==> src/rtl/hist_pkg.sv <==
// Package: shared constants and width helpers for the histogram block.
// Assumes: two count banks; counter width chosen so a full frame fits.
package hist_pkg;
    localparam int NUM_BANKS = 2;

    // Width needed to hold any value from 0 to n inclusive.
    function automatic int cnt_width(input int n);
        return $clog2(n + 1);
    endfunction
endpackage

==> src/rtl/hist_binner.sv <==
// Module: hist_binner
// Maps a sample to its bin index by taking the top IDX_W bits. For signed
// input the top index bit is inverted so bin 0 holds the most negative range.
// Assumes: DATA_W >= IDX_W >= 1.
module hist_binner #(
    parameter int DATA_W      = 8,
    parameter int IDX_W       = 4,
    parameter bit SIGNED_DATA = 1'b1
) (
    input  logic [DATA_W-1:0] sample,
    output logic [IDX_W-1:0]  bin
);
    localparam int SHIFT = DATA_W - IDX_W;

    generate
        if (SIGNED_DATA) begin : g_offset
            localparam logic [IDX_W-1:0] FLIP = IDX_W'(1) << (IDX_W - 1);
            // Offset-binary index: top bits with sign bit flipped.
            always_comb bin = IDX_W'(sample >> SHIFT) ^ FLIP;
        end else begin : g_plain
            // Unsigned index: top bits as they are.
            always_comb bin = IDX_W'(sample >> SHIFT);
        end
    endgenerate
endmodule

==> src/rtl/hist_frame_ctrl.sv <==
// Module: hist_frame_ctrl
// Tracks which bank accumulates, arms counting at the first sync, decides
// which bank an incoming sample belongs to and when a bank is emptied.
// Assumes: in_sync is a single-cycle pulse per frame start.
module hist_frame_ctrl (
    input  logic clk,
    input  logic rst_n,
    input  logic in_valid,
    input  logic in_sync,
    output logic bank_sel,
    output logic armed,
    output logic smp_ok,
    output logic smp_bank,
    output logic rd_bank,
    output logic [hist_pkg::NUM_BANKS-1:0] clr
);
    // Swap bank roles on every sync; arm counting from the first sync on.
    always_ff @(posedge clk) begin
        if (!rst_n) begin
            bank_sel <= 1'b0;
            armed    <= 1'b0;
        end else if (in_sync) begin
            bank_sel <= ~bank_sel;
            armed    <= 1'b1;
        end
    end

    // Sample acceptance and destination bank, sync cycle goes to the new bank.
    always_comb begin
        smp_ok   = in_valid && (armed || in_sync);
        smp_bank = in_sync ? ~bank_sel : bank_sel;
        rd_bank  = ~bank_sel;
    end

    // Empty the bank that starts accumulating at this sync.
    always_comb begin
        for (int b = 0; b < hist_pkg::NUM_BANKS; b++) begin
            clr[b] = in_sync && (smp_bank == 1'(b));
        end
    end
endmodule

==> src/rtl/hist_bank.sv <==
// Module: hist_bank
// One count bank: a register file with one write port, a count-side read
// port and a bus-side read port, both with one cycle of read latency.
// A per-bin occupied flag lets the whole bank be emptied in one cycle.
// Assumes: clr and a write never target this bank in the same cycle; a
// read and a write of one address in one cycle return the old value.
module hist_bank #(
    parameter int DEPTH  = 16,
    parameter int CNT_W  = 7,
    parameter int ADDR_W = 4
) (
    input  logic              clk,
    input  logic              rst_n,
    input  logic              clr,
    input  logic              wr_en,
    input  logic [ADDR_W-1:0] wr_addr,
    input  logic [CNT_W-1:0]  wr_data,
    input  logic [ADDR_W-1:0] a_addr,
    output logic [CNT_W-1:0]  a_data,
    input  logic [ADDR_W-1:0] b_addr,
    output logic [CNT_W-1:0]  b_data
);
    logic [CNT_W-1:0] mem  [DEPTH];
    logic [DEPTH-1:0] used;

    // Occupied flags: cleared by reset or clr, set by a write.
    always_ff @(posedge clk) begin
        if (!rst_n) begin
            used <= '0;
        end else begin
            if (clr) used <= '0;
            if (wr_en) used[wr_addr] <= 1'b1;
        end
    end

    // Count storage; unoccupied entries are never read out.
    always_ff @(posedge clk) begin
        if (wr_en) mem[wr_addr] <= wr_data;
    end

    // Count-side read; a bank being emptied reads as zero.
    always_ff @(posedge clk) begin
        if (!rst_n) begin
            a_data <= '0;
        end else begin
            a_data <= (clr || !used[a_addr]) ? '0 : mem[a_addr];
        end
    end

    // Bus-side read of the state before this edge.
    always_ff @(posedge clk) begin
        if (!rst_n) begin
            b_data <= '0;
        end else begin
            b_data <= used[b_addr] ? mem[b_addr] : '0;
        end
    end
endmodule

==> src/rtl/hist_accum.sv <==
// Module: hist_accum
// Read-modify-write increment pipeline. Stage 1 holds the sample while the
// bank read completes; the increment is written at the end of stage 1.
// The previous write is kept one cycle and forwarded when the next sample
// hits the same bank and bin, so back-to-back hits are never lost.
// Assumes: bank read data arrives one cycle after the address.
module hist_accum #(
    parameter int IDX_W = 4,
    parameter int CNT_W = 7
) (
    input  logic                                        clk,
    input  logic                                        rst_n,
    input  logic                                        smp_ok,
    input  logic                                        smp_bank,
    input  logic [IDX_W-1:0]                            smp_bin,
    input  logic [hist_pkg::NUM_BANKS-1:0][CNT_W-1:0]   bank_q,
    output logic                                        wr_en,
    output logic                                        wr_bank,
    output logic [IDX_W-1:0]                            wr_bin,
    output logic [CNT_W-1:0]                            wr_cnt
);
    logic             s1_ok;
    logic             s1_bank;
    logic [IDX_W-1:0] s1_bin;
    logic             lw_ok;
    logic             lw_bank;
    logic [IDX_W-1:0] lw_bin;
    logic [CNT_W-1:0] lw_cnt;
    logic             fwd;
    logic [CNT_W-1:0] base;

    // Stage 1 register of the accepted sample.
    always_ff @(posedge clk) begin
        if (!rst_n) begin
            s1_ok   <= 1'b0;
            s1_bank <= 1'b0;
            s1_bin  <= '0;
        end else begin
            s1_ok   <= smp_ok;
            s1_bank <= smp_bank;
            s1_bin  <= smp_bin;
        end
    end

    // Hold the last write for forwarding.
    always_ff @(posedge clk) begin
        if (!rst_n) begin
            lw_ok   <= 1'b0;
            lw_bank <= 1'b0;
            lw_bin  <= '0;
            lw_cnt  <= '0;
        end else begin
            lw_ok   <= wr_en;
            lw_bank <= wr_bank;
            lw_bin  <= wr_bin;
            lw_cnt  <= wr_cnt;
        end
    end

    // Pick the freshest count and add one.
    always_comb begin
        fwd     = lw_ok && (lw_bank == s1_bank) && (lw_bin == s1_bin);
        base    = fwd ? lw_cnt : bank_q[s1_bank];
        wr_en   = s1_ok;
        wr_bank = s1_bank;
        wr_bin  = s1_bin;
        wr_cnt  = base + CNT_W'(1);
    end
endmodule

==> src/rtl/stream_histogram.sv <==
// Module: stream_histogram (top)
// Histogram of a valid-qualified stream, framed by sync, with two banks
// swapping roles at every sync and a registered read port on the bank
// that holds the last completed frame.
// Assumes: NBINS is a power of two, NBINS <= 2**DATA_W, at most FRAME_LEN
// valid samples per frame.
module stream_histogram #(
    parameter int DATA_W      = 8,
    parameter int NBINS       = 16,
    parameter int FRAME_LEN   = 64,
    parameter bit SIGNED_DATA = 1'b1
) (
    input  logic                                      clk,
    input  logic                                      rst_n,
    input  logic                                      in_valid,
    input  logic                                      in_sync,
    input  logic [DATA_W-1:0]                         in_data,
    input  logic                                      rd_en,
    input  logic [$clog2(NBINS)-1:0]                  rd_addr,
    output logic                                      rd_valid,
    output logic [hist_pkg::cnt_width(FRAME_LEN)-1:0] rd_data
);
    localparam int IDX_W = $clog2(NBINS);
    localparam int CNT_W = hist_pkg::cnt_width(FRAME_LEN);
    localparam int NB    = hist_pkg::NUM_BANKS;

    logic                       bank_sel;
    logic                       armed;
    logic                       smp_ok;
    logic                       smp_bank;
    logic                       rd_bank;
    logic [NB-1:0]              clr;
    logic [IDX_W-1:0]           smp_bin;
    logic [NB-1:0][CNT_W-1:0]   a_q;
    logic [NB-1:0][CNT_W-1:0]   b_q;
    logic                       wr_en;
    logic                       wr_bank;
    logic [IDX_W-1:0]           wr_bin;
    logic [CNT_W-1:0]           wr_cnt;
    logic                       rd_bank_q;
    logic                       rd_valid_q;

    hist_binner #(
        .DATA_W      (DATA_W),
        .IDX_W       (IDX_W),
        .SIGNED_DATA (SIGNED_DATA)
    ) u_binner (
        .sample (in_data),
        .bin    (smp_bin)
    );

    hist_frame_ctrl u_frame (
        .clk      (clk),
        .rst_n    (rst_n),
        .in_valid (in_valid),
        .in_sync  (in_sync),
        .bank_sel (bank_sel),
        .armed    (armed),
        .smp_ok   (smp_ok),
        .smp_bank (smp_bank),
        .rd_bank  (rd_bank),
        .clr      (clr)
    );

    hist_accum #(
        .IDX_W (IDX_W),
        .CNT_W (CNT_W)
    ) u_accum (
        .clk      (clk),
        .rst_n    (rst_n),
        .smp_ok   (smp_ok),
        .smp_bank (smp_bank),
        .smp_bin  (smp_bin),
        .bank_q   (a_q),
        .wr_en    (wr_en),
        .wr_bank  (wr_bank),
        .wr_bin   (wr_bin),
        .wr_cnt   (wr_cnt)
    );

    generate
        for (genvar g = 0; g < NB; g++) begin : g_bank
            hist_bank #(
                .DEPTH  (NBINS),
                .CNT_W  (CNT_W),
                .ADDR_W (IDX_W)
            ) u_bank (
                .clk     (clk),
                .rst_n   (rst_n),
                .clr     (clr[g]),
                .wr_en   (wr_en && (wr_bank == 1'(g))),
                .wr_addr (wr_bin),
                .wr_data (wr_cnt),
                .a_addr  (smp_bin),
                .a_data  (a_q[g]),
                .b_addr  (rd_addr),
                .b_data  (b_q[g])
            );
        end
    endgenerate

    // Read port pipeline: remember the bank read and flag valid data.
    always_ff @(posedge clk) begin
        if (!rst_n) begin
            rd_bank_q  <= 1'b0;
            rd_valid_q <= 1'b0;
        end else begin
            rd_bank_q  <= rd_bank;
            rd_valid_q <= rd_en;
        end
    end

    // Present the selected bank's count only while valid.
    always_comb begin
        rd_valid = rd_valid_q;
        rd_data  = rd_valid_q ? b_q[rd_bank_q] : '0;
    end
endmodule

==> config.mk <==
export PLATFORM = sky130hd
export DESIGN_NAME = stream_histogram
export DESIGN_NICKNAME = d
export VERILOG_FILES = /design/src/rtl/hist_pkg.sv /design/src/rtl/hist_binner.sv /design/src/rtl/hist_frame_ctrl.sv /design/src/rtl/hist_bank.sv /design/src/rtl/hist_accum.sv /design/src/rtl/stream_histogram.sv
export SDC_FILE = /design/constraint.sdc
export NUM_CORES = 1
export LEC_CHECK = 0
export BUFFER_PORTS_ARGS = -buffer_cell sky130_fd_sc_hd__buf_4
export CAP_MARGIN = 40
export CORE_UTILIZATION = 40
export DETAILED_ROUTE_END_ITERATION = 8
export PLACE_DENSITY = 0.57
export SYNTH_ARGS = -nofsm -noshare
export SYNTH_HDL_FRONTEND = slang
export SYNTH_SLANG_ARGS = --single-unit
==> constraint.sdc <==
create_clock -name clk -period 5 [get_ports clk]
set_clock_uncertainty 0.2 [all_clocks]
set_input_delay 0.5 -clock clk [delete_from_list [all_inputs] [get_ports clk]]
set_output_delay 0.5 -clock clk [all_outputs]
set_load 0.01 [all_outputs]
-- Word level (Yosys, flattened, before mapping)
Memories as Yosys holds them, arrays and structs flattened. A register that Yosys moved wholly into a read port is not among the register bits.
Index checks and enable logic that the tools add are counted.
- bits in registers: 54
- RAM bits: 224
- input port bits: 17
- output and inout bits: 8
- memories: 2
- add/sub/neg operators: 1
- order comparisons: 6
- equality and inequality tests: 2
- multiplexer cells: 27
- bitwise operators: 6
- reductions and logical operators: 19
- memory list (memory ; depth ; width ; read ports ; clocked after Yosys merged registers in ; write ports ; RTL line ; source):
    g_bank[0].u_bank.mem ; 16 ; 7 ; 2 ; 2 ; 1 ; hist_bank.sv:23 ; logic [CNT_W-1:0] mem [DEPTH];
    g_bank[1].u_bank.mem ; 16 ; 7 ; 2 ; 2 ; 1 ; hist_bank.sv:23 ;
- operator list (operator ; count):
    2-to-1 mux 16 bit ; 6
    2-to-1 mux 7 bit ; 6
    OR 16 bit ; 2
    binary-select mux 1 bit (select 4 bit) ; 4
    < comparator 4 x 5 -> 1 bit, second input constant ; 3
    2-to-1 mux 1 bit ; 10
    logical AND 1 bit ; 8
    adder 7 x 1 -> 7 bit, second input constant ; 1
    demux 1 bit (select 4 bit) ; 1
    equality test 4 bit ; 1
    >= comparator 4 x 1 -> 1 bit, second input constant ; 1
    logical NOT 1 bit ; 4
    < comparator 1 x 2 -> 1 bit, second input constant ; 2
    NOT 1 bit ; 4
    AND reduction 2 bit ; 2
    OR reduction 2 bit ; 2
    logical OR 1 bit ; 3
    equality test 1 bit ; 1

-- Longest topological paths before layout
- word-level depth: 8
- depth in mapped cells: 13
- depth with buffers taken out: 11

-- Hierarchy
Synthesis repeated with hierarchy kept, for this count alone.
- cells, all modules: 839
- area total of the unflattened synthesis: 14577.7 um^2
- by module, submodules not included (module ; instances ; cells an instance ; area an instance (um^2) ; sequential area each (um^2)):
    hist_bank at g_bank[0].u_bank ; 1 ; 349 ; 6617.6 ; 3963.8
    hist_bank at g_bank[1].u_bank ; 1 ; 349 ; 6611.3 ; 3963.8
    hist_accum ; 1 ; 107 ; 1038.5 ; 380.4
    stream_histogram ; 1 ; 21 ; 190.2 ; 40.0
    hist_frame_ctrl ; 1 ; 9 ; 93.8 ; 40.0
    hist_binner ; 1 ; 4 ; 26.3 ; 0.0

-- Worst setup path after synthesis
Ideal clock, no wire load.
- kind: register -> register
- start: register u_accum.s1_bank, in the netlist u_accum.wr_bank
- end: memory g_bank[0].u_bank.mem[0][4] (data pin)
- arrival time: 3.797 ns
- data required time: 4.410 ns
- path slack: 0.614 ns
- cell stages (with the launch flop): 12
- path buffers: 2
- clock period less this slack: 4.386 ns
- path through: dfxtp_1 -> buf_2 -> xor2_1 -> nor4_1 -> and3_1 -> buf_4 -> mux2i_1 -> inv_1 -> ha_1 -> a21boi_0 -> xor2_1 -> mux2i_1
- word-level cells in the longest chain between the ends: 5
- RTL lines (item ; RTL line ; source):
    start, declared ; hist_accum.sv:23 ; logic s1_bank;
    start signal, assigned ; hist_accum.sv:40 ; s1_bank <= smp_bank;
    equality test 1 bit ; hist_accum.sv:62 ; fwd = lw_ok && (lw_bank == s1_bank) && (lw_bin == s1_bin);
    logical AND 1 bit (2 in a row) ; hist_accum.sv:62 ;
    2-to-1 mux 7 bit * ; hist_accum.sv:63 ; base = fwd ? lw_cnt : bank_q[s1_bank];
    adder 7 x 1 -> 7 bit * ; hist_accum.sv:67 ; wr_cnt = base + CNT_W'(1);
    via g_bank[0].u_bank.wr_data[4] ; hist_bank.sv:17 ; input logic [CNT_W-1:0] wr_data,
    end, declared ; hist_bank.sv:23 ;
Mark *: on every way through the listed nets, which the timed path passes. The rest lies on a longest branch. The select of a mux whose other input is x is not followed.

-- Worst setup path after layout
- start: register u_accum.s1_bin[0], in the netlist u_accum.wr_bin[0]
- end: memory g_bank[0].u_bank.mem[1][6] (data pin)
- word-level cells in the longest chain between the ends: 4
- RTL lines (item ; RTL line ; source):
    start, declared ; hist_accum.sv:24 ; logic [IDX_W-1:0] s1_bin;
    start signal, assigned ; hist_accum.sv:41 ; s1_bin <= smp_bin;
    equality test 4 bit ; hist_accum.sv:62 ;
    logical AND 1 bit ; hist_accum.sv:62 ;
    2-to-1 mux 7 bit ; hist_accum.sv:63 ;
    adder 7 x 1 -> 7 bit ; hist_accum.sv:67 ;
    via g_bank[0].u_bank.wr_data[6] ; hist_bank.sv:17 ;
The timed path passes the listed nets, and every way through them passes these cells.

==> impl_results.md <==
* Family with the most delay on the worst path: compound AO/OA/AOI/OAI gates
* R2r setup slk at 1.43 ns
* WL final at 34570 µm
* Initial antenna violation count at 0
* Mux cell area share after synthesis at 23.62%
* Crit Path Category: register to register
* Wire length per cell at 25.92 µm
* Final setup vio count at 0
* Post-Synthesis Cells at 805
* CTS Root Buffer Type: clkbuf_16
* Minimum clock period at 3.569 ns
* Port bufs at 20
* Die ar. at 35360 µm²
* GR Overflow Total at 0
* Syn avg cell area at 17.20 µm²
* CP Depth at 12
* Placeable Area at 33780 µm²
* PwrDens at 339.1 nW/µm²
* WHS Endpoint: u_accum.wr_en
* Synth Area in Simple Gates at 5.522%
* Most frequent cells in the layout: 224 x edfxtp_1, 100 x mux4_2, 82 x dfxtp_1
* Row cnt at 67
* RSZ-0062 raised after global routing: no
* Reg2reg end: g_bank[0].u_bank.mem[1][6]
* Slew headroom at 37.60%
* Vias after detailed routing at 7839
* Hold Path Stages at 2
* Worst-path clk slew at 0.06 ns
* Place WS at 1.408 ns
* Vias per inst at 5.876
* Total power at 5356 µW
* Worst Path Max Fanout at 17
* Critical Path Source Type: register
* R2r startpoint: u_accum.wr_bin[0]
* I/O pin count at 25
* Area contributors post-synth: edfxtp_1 49%, mux4_2 16%, dfxtp_1 12%
* Gp weighted congestion at 0.7915
* Lkg Pwr at 0.005088 µW
* Post-Synth Adder-Cell Area at 0.2711%
* Cts repair resizes at 0
* Area Growth Syn to Fin at 14.09%
* Ratio of cells with drive above 1 in the final layout at 27.57%
* EDFF count, synth at 224
* Yosys warnings at 0
* Post-synthesis compound-gate area fraction at 6.353%
* Worst-margin pin slew at 0.9317 ns
* Synth cell types at 45
* Vias in the first global route at 7983
* Drt first pass iters at 5
* Reg2reg path depth at 12
* Clock Latency Late Sink at 0.51 ns
* Bufs and invs on worst path at 3
* Synthesized Nets at 825
* Worst path cell trace: xor2_1, nor4_1, and3_1, buf_4, mux2i_4, inv_1, ha_1, a21boi_0, and3b_1, xnor2_1, o21a_1, buf_8
* MaxCap Viol Count at 0
* Synthesized area at 13840 µm²
* Area share of xor/xnor cells in the synthesized design at 0.9489%
* DP Wirelength at 23040 µm
* Post-synth top area cell: edfxtp_1
* Synth top area share at 48.59%
* First-pass GRT wire length at 51740 µm
* Worst EP arrival at 3.73 ns
* Crit end category: register
* GRT Overall Usage at 20.01%
* Largest family of logic cells by synthesized area: multiplexers
* CP max stage delay at 0.55 ns
* CTS tree: built
* Commonest non-fill, non-tap cell in the layout: edfxtp_1
* H-Tree Level Count at 2
* Hold crit path type: primary input to register
* DIE WIDTH at 188.0 µm
* CP max-delay cell: o21a_1
* Sum of negative setup slack at 0 ns
* Tcrit/Tclk final at 71.38%
* Die Y at 188.0 µm
* Total CTS buffers at 35
* DRC Markers at 0
* Initial DRC count at 844
* Yosys reg bits at 306
* CTS Sinks at 306
* Sequential area share after synthesis at 60.44%
* CP required at 5.16 ns
* Most used flip-flop cell after synthesis: edfxtp_1
* Post-DRT Antenna Nets at 0
* Status: completed
* Slew Viols, Final at 0
* Peak supply drop at 0.0002190 V
* Setup ws final at 1.431 ns
* HP Start: in_valid
* Starting Density at 40.98%
* Maximum clock frequency at 0.2802 GHz
* Largest net degree at the start of global routing at 58
* FFs w/ async S/R, synth at 0%
* Nets at 879
* Final hold viol count at 0
* Clk buf depth at 3
[state kept, by name, summed over array words and instances (netlist names), 4 cells and up]
signal / flops
u_accum.wr_bin: 4
u_accum.lw_bin: 4
g_bank.u_bank.a_data: 14
g_bank.u_bank.mem: 224
g_bank.u_bank.b_data: 14
u_accum.lw_cnt: 7
g_bank.u_bank.used: 32
[cell type report]
type                       count  area [µm²]
fill                        2900       17990
sequential                   306        8368
multi-input combinational    441        5140
clock buffer                  53       996.0
timing repair buffer          72       671.9
tap                          448       560.5
clock inverter                10       45.04
inverter                       3       11.26
antenna                        1       2.502
[routing by layer]
layer | GRT usage [%] | share of wire, % | vias to the layer above
met2 | 30.60 | 46 | 257
met1 | 29.09 | 44 | 4133
met4 | 5.816 | 2.2 | 0
met3 | 3.743 | 6.9 | 61
li1 | - | - | 3388
met5 | 0 | 0 | -
[synthesized netlist by cell type, drive strengths merged, types with 18 or more instances]
| cell type | number |
|---|---|
| o21a | 34 |
| buf | 28 |
| nor2b | 48 |
| a21oi | 30 |
| clkbuf | 26 |
| and2 | 18 |
| mux4 | 128 |
| dfxtp | 82 |
| nor2 | 40 |
| edfxtp | 224 |
| a22oi | 56 |
| mux2i | 22 |
[worst max-delay path by stage]
stage	from	to
6_report	u_accum.wr_bin[0]	g_bank[0].u_bank.mem[1][6]
5_1_grt	u_accum.wr_bin[0]	g_bank[0].u_bank.mem[4][6]
4_1_cts	u_accum.wr_bin[0]	g_bank[0].u_bank.mem[1][6]
3_5_place_dp	u_accum.wr_bin[0]	g_bank[0].u_bank.mem[14][6]
3_3_place_gp	u_accum.wr_bin[0]	g_bank[0].u_bank.mem[8][6]
2_1_floorplan	u_accum.wr_bank	g_bank[0].u_bank.mem[0][4]
[repair_timing]
action                                 CTS  global route
buffers inserted                         0             0
endpoints found under the hold margin    1             0
hold buffers                             1             0
[stage by stage]
stage	instances	util (%)	hold WS (ns)	area [µm²]
2_1_floorplan	805	-	0.2323	13840
3_3_place_gp	1231	42.45	0.2377	14340
3_5_place_dp	1269	43.64	0.2463	14740
4_1_cts	1333	46.75	0.01224	15790
5_1_grt	1333	46.75	0.01539	15790
6_report	1334	46.75	0.01822	15800
[power by group]
group | leakage, µW | internal [µW] | switching [µW]
registers | 0.00254 | 2710 | 13.1
logic | 0.00204 | 127 | 164
clock network | 0.000511 | 1370 | 970
total | 0.00509 | 4210 | 1150
[logic make-up after synthesis]
group	count (synthesis)
XOR/XNOR	15
flip-flops	306
AO/OA/AOI/OAI	124
adder cells (fa/ha/maj)	3
buffers and inverters	58
AND/OR/NAND/NOR	143
multiplexers	156
Note: power is estimated with default switching activity, not from simulation.
